$ cat config.mk
export PLATFORM = sky130hd
export DESIGN_NAME = divcfg_loader
export DESIGN_NICKNAME = d
export VERILOG_FILES = /design/src/rtl/divcfg_pkg.sv /design/src/rtl/divcfg_sync.sv /design/src/rtl/divcfg_shift.sv /design/src/rtl/divcfg_regs.sv /design/src/rtl/divcfg_loader.sv
export SDC_FILE = /design/constraint.sdc
export NUM_CORES = 1
export LEC_CHECK = 0
export BUFFER_PORTS_ARGS = -buffer_cell sky130_fd_sc_hd__buf_2
export CELL_PAD_IN_SITES_DETAIL_PLACEMENT = 1
export CELL_PAD_IN_SITES_GLOBAL_PLACEMENT = 1
export CORE_ASPECT_RATIO = 2
export CORE_MARGIN = 2
export CORE_UTILIZATION = 40
export DETAILED_ROUTE_END_ITERATION = 16
export PLACE_DENSITY_LB_ADDON = 0.1
export SETUP_SLACK_MARGIN = 0.15
export SYNTH_ARGS = -nofsm -noshare
export SYNTH_HDL_FRONTEND = slang
export SYNTH_SLANG_ARGS = --single-unit
export TNS_END_PERCENT = 20
$ cat constraint.sdc
create_clock -name clk -period 1.92 [get_ports clk]
set_input_delay 0.192 -clock clk [delete_from_list [all_inputs] [get_ports clk]]
set_output_delay 0.192 -clock clk [all_outputs]
set_load 0.03 [all_outputs]
$ cat src/rtl/divcfg_pkg.sv
package divcfg_pkg;
  localparam logic [2:0] RATIO_LO = 3'd2;
  localparam logic [2:0] RATIO_HI = 3'd4;

  function automatic logic [2:0] ratio_of(input logic sel);
    return sel ? RATIO_HI : RATIO_LO;
  endfunction
endpackage

$ cat src/rtl/divcfg_sync.sv
module divcfg_sync #(
  parameter int          W       = 1,
  parameter int          STAGES  = 2,
  parameter logic [W-1:0] RST_VAL = '0
) (
  input  logic         clk,
  input  logic         rst,
  input  logic [W-1:0] d_in,
  output logic [W-1:0] q,
  output logic [W-1:0] q_prev
);
  // STAGES synchronizer flops plus one delayed copy used for edge detection
  logic [W-1:0] chain [STAGES+1];

  generate
    for (genvar i = 0; i <= STAGES; i++) begin : g_stage
      if (i == 0) begin : g_first
        always_ff @(posedge clk) begin
          if (rst) chain[i] <= RST_VAL;
          else     chain[i] <= d_in;
        end
      end else begin : g_rest
        always_ff @(posedge clk) begin
          if (rst) chain[i] <= RST_VAL;
          else     chain[i] <= chain[i-1];
        end
      end
    end
  endgenerate

  assign q      = chain[STAGES-1];
  assign q_prev = chain[STAGES];
endmodule

$ cat src/rtl/divcfg_shift.sv
module divcfg_shift #(
  parameter int SH_W = 10
) (
  input  logic            clk,
  input  logic            rst,
  input  logic            shift_en,
  input  logic            din,
  output logic [SH_W-1:0] sh_q,
  output logic [SH_W-1:0] sh_nxt
);
  // Older bits fall off the top, so filler slots never survive a full frame
  assign sh_nxt = {sh_q[SH_W-2:0], din};

  always_ff @(posedge clk) begin
    if (rst)           sh_q <= '0;
    else if (shift_en) sh_q <= sh_nxt;
  end
endmodule

$ cat src/rtl/divcfg_regs.sv
module divcfg_regs
  import divcfg_pkg::*;
#(
  parameter int M_W      = 9,
  parameter int LOCK_MIN = 125,
  parameter int LOCK_MAX = 350
) (
  input  logic         clk,
  input  logic         rst,
  input  logic         par_act,
  input  logic [M_W-1:0] m_pins,
  input  logic         ld_copy,
  input  logic         pass,
  input  logic [M_W:0] sh_q,
  input  logic [M_W:0] sh_nxt,
  output logic [M_W-1:0] m_q,
  output logic [2:0]   ratio_q,
  output logic         lock_q
);
  logic [M_W-1:0] m_nxt;
  logic           n_q, n_nxt;

  // Priority: parallel path, serial commit edge, serial pass-through
  always_comb begin
    m_nxt = m_q;
    n_nxt = n_q;
    if (par_act) begin
      m_nxt = m_pins;
      n_nxt = 1'b0;
    end else if (ld_copy) begin
      m_nxt = sh_q[M_W-1:0];
      n_nxt = sh_q[M_W];
    end else if (pass) begin
      m_nxt = sh_nxt[M_W-1:0];
      n_nxt = sh_nxt[M_W];
    end
  end

  always_ff @(posedge clk) begin
    if (rst) begin
      m_q     <= m_pins;
      n_q     <= 1'b0;
      ratio_q <= RATIO_LO;
      lock_q  <= (int'(m_pins) >= LOCK_MIN) && (int'(m_pins) <= LOCK_MAX);
    end else begin
      m_q     <= m_nxt;
      n_q     <= n_nxt;
      ratio_q <= ratio_of(n_nxt);
      lock_q  <= (int'(m_nxt) >= LOCK_MIN) && (int'(m_nxt) <= LOCK_MAX);
    end
  end
endmodule

$ cat src/rtl/divcfg_loader.sv
module divcfg_loader #(
  parameter int M_W      = 9,
  parameter int STAGES   = 2,
  parameter int LOCK_MIN = 125,
  parameter int LOCK_MAX = 350
) (
  input  logic           clk,
  input  logic           rst,
  input  logic           par_ld_n,
  input  logic [M_W-1:0] m_pins,
  input  logic           ser_clk,
  input  logic           ser_dat,
  input  logic           ser_ld,
  output logic [M_W-1:0] m_val,
  output logic [2:0]     out_div,
  output logic           m_lockable
);
  localparam int SH_W = M_W + 1;

  // Bit order: {parallel strobe, serial load, serial clock, serial data}
  logic [3:0] s_now, s_prev;
  logic       par_s, ld_s, ld_p, sck_s, sck_p, dat_s;
  logic       unused_dat_prev;
  logic       ld_rise, sck_rise, par_act, ld_copy, pass, shift_en;
  logic [SH_W-1:0] sh_q, sh_nxt;

  divcfg_sync #(.W(4), .STAGES(STAGES), .RST_VAL(4'b1000)) u_sync (
    .clk    (clk),
    .rst    (rst),
    .d_in   ({par_ld_n, ser_ld, ser_clk, ser_dat}),
    .q      (s_now),
    .q_prev (s_prev)
  );

  assign par_s           = s_now[3];
  assign ld_s            = s_now[2];
  assign ld_p            = s_prev[2];
  assign sck_s           = s_now[1];
  assign sck_p           = s_prev[1];
  assign dat_s           = s_now[0];
  assign unused_dat_prev = s_prev[0] ^ s_prev[3];

  assign ld_rise  = ld_s & ~ld_p;
  assign sck_rise = sck_s & ~sck_p;
  assign par_act  = ~par_s;
  assign shift_en = par_s & sck_rise;
  assign ld_copy  = par_s & ld_rise;
  assign pass     = par_s & ld_s & sck_rise;

  divcfg_shift #(.SH_W(SH_W)) u_shift (
    .clk      (clk),
    .rst      (rst),
    .shift_en (shift_en),
    .din      (dat_s),
    .sh_q     (sh_q),
    .sh_nxt   (sh_nxt)
  );

  divcfg_regs #(.M_W(M_W), .LOCK_MIN(LOCK_MIN), .LOCK_MAX(LOCK_MAX)) u_regs (
    .clk     (clk),
    .rst     (rst),
    .par_act (par_act),
    .m_pins  (m_pins),
    .ld_copy (ld_copy),
    .pass    (pass),
    .sh_q    (sh_q),
    .sh_nxt  (sh_nxt),
    .m_q     (m_val),
    .ratio_q (out_div),
    .lock_q  (m_lockable)
  );
endmodule

-- Word level (Yosys, flattened, before mapping)
Memory sizes are Yosys's and may differ from the RTL's.
Cells that the tools add are included.
- register bits: 24
- RAM bits: 12
- word-level logic and storage cells: 38
- memories: 1
- magnitude comparators: 4
- muxes and demuxes: 15
- bitwise logic cells: 11
- reduce and logical (&&, ||, !) cells: 2
- memory list (name ; depth ; bits a word ; rd ports ; clocked after memory_dff ; write ports ; line ; text):
    u_sync.chain ; 3 ; 4 ; 3 ; 0 ; 3 ; divcfg_sync.sv:13 ; logic [W-1:0] chain [STAGES+1];
- operators with widths (operator ; number):
    2-to-1 mux 9 bit ; 4
    >= comparator 9 x 7 -> 1 bit (second input constant) ; 2
    <= comparator 9 bit (second input constant) ; 2
    2-to-1 mux 4 bit ; 3
    2-to-1 mux 1 bit ; 7
    bitwise AND 1 bit ; 6
    2-to-1 mux 3 bit ; 1
    OR 1 bit ; 3
    logical AND 1 bit ; 2
    inverter 1 bit ; 2

-- Longest topological paths before layout
Gate-level depths: netlist of the first run.
- depth after elaboration: 9
- mapped depth: 7
- gate-level depth less buffers: 6

-- Modules after synthesis
Synthesis of the first run repeated with hierarchy kept, for this count alone.
- cell total of the unflattened synthesis: 169
- area, all modules: 1652.8 um2
- modules (own cells, without submodules) (module ; times used ; cells an instance ; area an instance (um2)):
    divcfg_regs ; 1 ; 98 ; 863.3
    divcfg_shift ; 1 ; 42 ; 427.9
    divcfg_sync ; 1 ; 25 ; 327.8
    divcfg_loader ; 1 ; 4 ; 33.8

-- Worst setup path before layout of the first run
No wires, ideal clock.
- kind: register to register
- from: reg u_regs.m_q[2]
- to: reg u_regs.lock_q
- library setup time: 124 ps
- data arrival time: 1585 ps
- required time: 1796 ps
- slack: 211 ps
- cell stages (with the launch flop): 7
- path buffers: 0
- cell sequence: dfxtp_1 > inv_1 > a31o_1 > o32ai_2 > nand4_1 > o41ai_2 > a2bb2oi_1
- cells in the longest elaborated chain, start to end: 6
- elaborated cells between the ends (all ways): 7
- those cells by class: 2 x order compare; 4 x mux; 1 x reduce/logical
- ends and longest elaborated chain (element ; line ; text):
    start, declared ; divcfg_regs.sv:16 ; output logic [M_W-1:0] m_q,
    start signal, assigned ; divcfg_regs.sv:41 ; m_q <= m_pins;
    start signal, assigned ; divcfg_regs.sv:46 ; m_q <= m_nxt;
    2-to-1 mux 9 bit * ; divcfg_regs.sv:33 ; end else if (pass) begin
    2-to-1 mux 9 bit * ; divcfg_regs.sv:30 ; end else if (ld_copy) begin
    2-to-1 mux 9 bit * ; divcfg_regs.sv:27 ; if (par_act) begin
    >= comparator 9 x 7 -> 1 bit or <= comparator 9 bit (tied branches) ; divcfg_regs.sv:49 ; lock_q <= (int'(m_nxt) >= LOCK_MIN) && (int'(m_nxt) <= LOCK_MAX);
    logical AND 1 bit * ; divcfg_regs.sv:49 ;
    2-to-1 mux 1 bit * ; divcfg_regs.sv:40 ; if (rst) begin
    end signal, assigned ; divcfg_regs.sv:44 ; lock_q <= (int'(m_pins) >= LOCK_MIN) && (int'(m_pins) <= LOCK_MAX);
    end signal, assigned ; divcfg_regs.sv:49 ;
    end, declared ; divcfg_regs.sv:18 ; output logic lock_q
Mark *: on every way between the ends. The rest lies on a longest branch, timed or not.
A chain may end at the register's enable or synchronous reset.

==> results.ini, run 1 <==
[run_status]
status = complete, no violations

[floorplanning]
start_util = 0.417
die_area_um2 = 4560
die_x_um = 48.8
coreArea_um2 = 3840
die_h_um = 93.6
rows = 32
io_pins = 28

[clocking]
cts_tree = yes
clock_sinks = 32
clock_latency_ns = 0.30
cts_hold_buf = 0
htreeDepth = 2
cts.path.max_buffers = 2
cts_inserted_buffers = 5
clockRootBuffer = clkbuf_8
cts.clk_slew.worst_paths_ns = 0.07

[place]
numPlacedInstances = 270
dp_hpwl_mm = 3.44
routabilityCongestion = 0.866
numPortBuffers = 26

[setup_path]
startpoint_type = flop
cp_max_fo = 12
cp.required_ns = 2.10
crit_path_end_kind = flop
r2r_setup_slack_ns = 0.12
arrival_ns = 1.98
worstSetupPathType = flop to flop

[timing]
period_needed_ns = 1.80
grt_setup_unrepaired = true
hold_viol = 0
setup_viol = 0
timing.final.crit_share = 0.937
fin_skew_ns = 0.00351
setup-tns-final_ns = 0
fmaxAchievable_mhz = 556
drv_slew = 0

[final_layout]
mostFrequentLayoutCells = nand2_1, dfxtp_1, buf_2
drive_above_1_share = 0.295
final_nets = 248
area_delta_synth_final_pct = 29.4
layout.cells.non_filler = 285
n_fill_cell = 484
fin_util = 0.540
n_antenna_cell = 0
final_common_cell = nand2_1

[global_route]
grt_max_degree = 30
grt_pass1_wl_mm = 7.96
grt_overflow = 0
antenna_found_initial = 0
grtUsageTotal = 0.230
grt_pass1_vias = 1677

[synth]
async_flop_share = 0
synth_cells = 198
synth_nets = 213
avgSynthCellArea_um2 = 8.10
ys_ff_latch = 32
synthFlopType = dfxtp_1
netlist-cell-type-count = 44
netlist_area_um2 = 1600
yosys_warnings = 0
seq_area_frac_synth = 0.399
synth_edf_count = 0

[power]
total_power_mw = 1.79
powerDensity_nw_per_um2 = 863
ir_drop_mv = 0.620
power.leakage_nw = 0.910

[detailed_routing]
wl_per_cell_um = 17.4
wirelength_mm = 4.97
drtAntennaViolNets = 0
vias = 1591
firstDrtPassIters = 4
drc = 0
initialDrtViolationCount = 20
via_per_inst = 5.58

[job]
drv_cap = 0

[min_path]
min_path_type = input port to flop

-- where the power goes --
| group | internal (mW) | switching [mW] | leakage [nW] |
|---|---|---|---|
| clock network | 0.458 | 0.271 | 0.0645 |
| logic | 0.131 | 0.206 | 0.581 |
| registers | 0.700 | 0.0264 | 0.264 |
| total | 1.29 | 0.504 | 0.910 |
-- area by class of cell --
class | instances | area, um^2 | share of cell area
clock buffers | 7 | 96.3 | 0.0464
clock inverters | 1 | 30.0 | 0.0145
inverters | 5 | 18.8 | 0.00904
multi-input cells | 149 | 938 | 0.452
flip-flops and latches | 32 | 647 | 0.312
well taps | 51 | 63.8 | 0.0307
repair buffers | 40 | 282 | 0.136
-- synthesized netlist by cell type (2+ instances only) --
cell	n	area, um^2
o21ai_1	3	15.0
a211oi_1	2	15.0
o41ai_2	2	32.5
clkbuf_1	4	15.0
and2b_1	2	15.0
nor2b_1	8	50.1
dfxtp_1	32	641
mux2i_1	7	70.1
o22ai_1	2	12.5
buf_4	5	37.5
o21ai_0	12	60.1
inv_1	4	15.0
nor3b_1	3	22.5
nand2_1	33	124
or2_2	3	18.8
nand4_1	3	18.8
nor3_1	5	25.0
nor2_1	15	56.3
buf_2	3	15.0
a21oi_1	13	65.1
o41ai_1	2	17.5
o221ai_1	3	26.3
o2bb2ai_1	2	17.5
nand3_1	9	45.0
o211ai_1	2	15.0
-- worst max-delay path: stages, from the launching register on --
cell and delay (ns):
dfxtp_1 0.36, buf_6 0.16, and2b_1 0.28, nor3b_4 0.09, o41ai_4 0.41, buf_4 0.17, o311a_1 0.17, a2bb2oi_1 0.06
-- routing by layer --
| layer | part of all wire | routed length, um | up-vias | global-route usage |
|---|---|---|---|---|
| met4 | 0.022 | 108 | 0 | 0.124 |
| met5 | 0 | 0 | - | 0 |
| met2 | 0.56 | 2770 | 38 | 0.422 |
| li1 | - | - | 772 | - |
| met1 | 0.38 | 1910 | 771 | 0.242 |
| met3 | 0.035 | 175 | 10 | 0.0415 |
-- state kept, by name, summed over array words and instances (netlist names) --
name / flops
u_regs.lock_q: 1
u_regs.m_q: 9
u_shift.sh_q: 10
u_sync.chain: 10
u_regs.ratio_q: 1
u_regs.n_q: 1
-- worst paths after layout --
check,to,cells past startpoint,start
setup / recovery,u_regs.lock_q,7,u_sync.chain[1][2]
hold / removal,u_sync.chain[0][3],2,par_ld_n
setup reg to reg,u_regs.lock_q,7,u_sync.chain[1][2]
hold reg to reg,u_sync.chain[1][3],1,u_sync.chain[0][3]
-- cells by family after synthesis --
family / Yosys count / synth area share
AO/OA/AOI/OAI: 53 / 0.230
multiplexers: 7 / 0.0437
AND/OR/NAND/NOR: 88 / 0.271
flip-flops: 32 / 0.399
other: 1 / 0.00234
buffers and inverters: 17 / 0.0538
-- per-stage QoR --
step | instance area, um^2 | setup slack, ns | hold WS, ns
after global routing | 2080 | 0.0381 | 0.0813
final | 2080 | 0.121 | 0.0797
after detailed placement | 1810 | 0.0661 | 0.385
after CTS | 1960 | 0.112 | 0.0808
after floorplan | 1600 | 0.211 | 0.264
after global placement | 1810 | 0.131 | 0.378
-- timing repair --
item	in CTS	in global routing
buffers inserted	2	4
pin swaps	1	7
resized for setup	3	13
endpoints found under the setup margin	1	1
gates cloned	0	1
Power figures use the tool's default switching activity.
==> run 2, diff against run 1 <==
--- a/config.mk
+++ b/config.mk
@@ -8,7 +8,7 @@
 export BUFFER_PORTS_ARGS = -buffer_cell sky130_fd_sc_hd__buf_2
 export CELL_PAD_IN_SITES_DETAIL_PLACEMENT = 1
 export CELL_PAD_IN_SITES_GLOBAL_PLACEMENT = 1
-export CORE_ASPECT_RATIO = 2
+export CORE_ASPECT_RATIO = 0.8
 export CORE_MARGIN = 2
 export CORE_UTILIZATION = 40
 export DETAILED_ROUTE_END_ITERATION = 16
==> results.ini, run 2 (synthesis results as in run 1) <==
[detailed_routing]
wl_met1_mm = 2.25  ; +18%
routed.top_layer = met4
via_per_inst = 5.43  ; -2.7%
wl_per_cell_um = 16.2  ; -7.1%
met2_length_mm = 2.20  ; -21%
wirelength_mm = 4.65  ; -6.4%
drtAntennaViolNets = 0  ; unchanged
drc = 0  ; unchanged
vias = 1559  ; -2.0%
dr_wl_met3_um = 189  ; +8.0%
initialDrtViolationCount = 92  ; +360%
firstDrtPassIters = 4  ; unchanged

[setup_path]
worstSetupPathType = flop to flop
r2r_setup_slack_ns = 0.19  ; +0.07 ns
startpoint_type = flop
reg2reg_depth = 7  ; unchanged
worstReg2RegEnd = u_regs.lock_q
cp.required_ns = 2.12  ; +0.02 ns
arrival_ns = 1.94  ; -0.04 ns
r2r-start = u_sync.chain[2][1]
crit_path_end_kind = flop
cp_max_fo = 7  ; -5

[clocking]
cts_hold_buf = 0  ; unchanged
cts_inserted_buffers = 5  ; unchanged
cts_tree = yes
clock_sinks = 32  ; unchanged
clock_latency_ns = 0.28  ; -0.02 ns
htreeDepth = 2  ; unchanged
cts.clk_slew.worst_paths_ns = 0.08  ; about the same
clockRootBuffer = clkbuf_8
cts.path.max_buffers = 2  ; unchanged

[min_path]
holdPathStages = 2  ; unchanged
min_to = u_sync.chain[0][3]
min_path_type = input port to flop
min_from = par_ld_n

[final_layout]
n_fill_cell = 498  ; +2.9%
final_nets = 246  ; -0.81%
drive_above_1_share = 0.284  ; -0.0104
layout.cells.non_filler = 287  ; +0.70%
final_common_cell = nand2_1
area_delta_synth_final_pct = 23.6
fin_util = 0.518  ; -0.0221
largestRegisters = u_shift.sh_q x10, u_sync.chain x10, u_regs.m_q x9
mostFrequentLayoutCells = nand2_1, dfxtp_1, buf_2
n_antenna_cell = 0  ; unchanged

[floorplanning]
start_util = 0.419  ; +0.00164
rows = 20  ; -38%
die_area_um2 = 4540  ; -0.60%
io_pins = 28  ; unchanged
coreArea_um2 = 3830  ; -0.39%
die_h_um = 60.6  ; -35%
die_x_um = 74.8  ; +53%

[place]
numPortBuffers = 26  ; unchanged
routabilityCongestion = 0.907  ; +4.8%
dp_hpwl_mm = 3.48  ; +1.0%
numPlacedInstances = 278  ; +3.0%

[timing]
timing.final.crit_share = 0.902  ; -0.0344
hold_viol = 0  ; unchanged
drv_slew = 0  ; unchanged
setup_viol = 0  ; unchanged
grt_setup_unrepaired = true
setup-tns-final_ns = 0  ; unchanged
fin_skew_ns = 0.00991  ; +0.00640 ns
fmaxAchievable_mhz = 577  ; +3.8%
period_needed_ns = 1.73  ; -0.0661 ns

[power]
total_power_mw = 1.68  ; -6.2%
power.leakage_nw = 0.858  ; -5.7%
ir_drop_mv = 0.546  ; -12%
powerDensity_nw_per_um2 = 848  ; -1.8%

[global_route]
grt_overflow = 0  ; unchanged
grt_pass1_vias = 1570  ; -6.4%
grt_pass1_wl_mm = 7.48  ; -6.1%
grt_max_degree = 24  ; -20%
grtUsageTotal = 0.224  ; -0.00637
antenna_found_initial = 0  ; unchanged

[job]
drv_cap = 0  ; unchanged

[run_status]
status = complete, no violations

-- run 2: changes by cell type in the layout (fill, tap and decap cells not counted), moves of 2 or more --
cell / previous run / this run
clkbuf_8: 7 / 5
mux2i_2: 0 / 2
nor3_1: 2 / 4
nor3_2: 3 / 1
-- run 2: critical path: stages, from the launching register on --
cell and delay (ns):
dfxtp_1 0.31, nand4b_1 0.24, buf_4 0.23, nor3b_2 0.17
o41ai_2 0.27, nor3_1 0.11, o21ai_1 0.14, a2bb2oi_1 0.17
-- run 2: metrics by stage --
step	hold slack (ns)	setup WS (ns)	cell area [um^2]
floorplan	0.264	0.211	1600
global placement	0.382	0.129	1830
detailed placement	0.382	0.0802	1830
CTS	0.0902	0.159	1960
global route	0.0991	0.0550	1980
finish	0.0962	0.187	1980
-- run 2: final cells by class --
| cell class | count | area, um^2 | area share |
|---|---|---|---|
| repair buffers | 38 | 233 | 0.117 |
| inverters | 5 | 18.8 | 0.00946 |
| clock buffers | 5 | 68.8 | 0.0347 |
| clock inverters | 3 | 42.5 | 0.0215 |
| flip-flops and latches | 32 | 643 | 0.324 |
| well taps | 55 | 68.8 | 0.0347 |
| multi-input cells | 149 | 908 | 0.458 |
-- run 2: what timing repair did --
action | 4_1_cts | 5_1_grt
gates cloned | 0 | 0
buffers inserted | 1 | 0
pin swaps | 4 | 1
endpoints found under the setup margin | 1 | 1
gates resized for setup | 4 | 6
-- run 2: worst max path at each step --
stage / startpoint / to / slack [ns]
after detailed placement: u_sync.chain[1][3] / u_regs.lock_q / 0.08
final: u_sync.chain[2][1] / u_regs.lock_q / 0.19
after global routing: u_sync.chain[2][1] / u_regs.lock_q / 0.05
after global placement: u_sync.chain[1][3] / u_regs.lock_q / 0.13
after CTS: u_sync.chain[1][3] / u_regs.lock_q / 0.16
after floorplan: u_regs.m_q[2] / u_regs.lock_q / 0.21
-- run 2: metal layers --
metal	vias to the layer above	GRT usage
li1	767	-
met1	752	0.297
met2	38	0.382
met3	2	0.0449
met4	0	0.0485
met5	-	0
-- run 2: power breakdown --
group	total [mW]	leakage (nW)	internal [mW]	switching, mW
Combinational	0.311	0.540	0.119	0.192
Sequential	0.728	0.264	0.701	0.0273
Clock	0.642	0.0541	0.384	0.259
Total	1.68	0.858	1.20	0.478
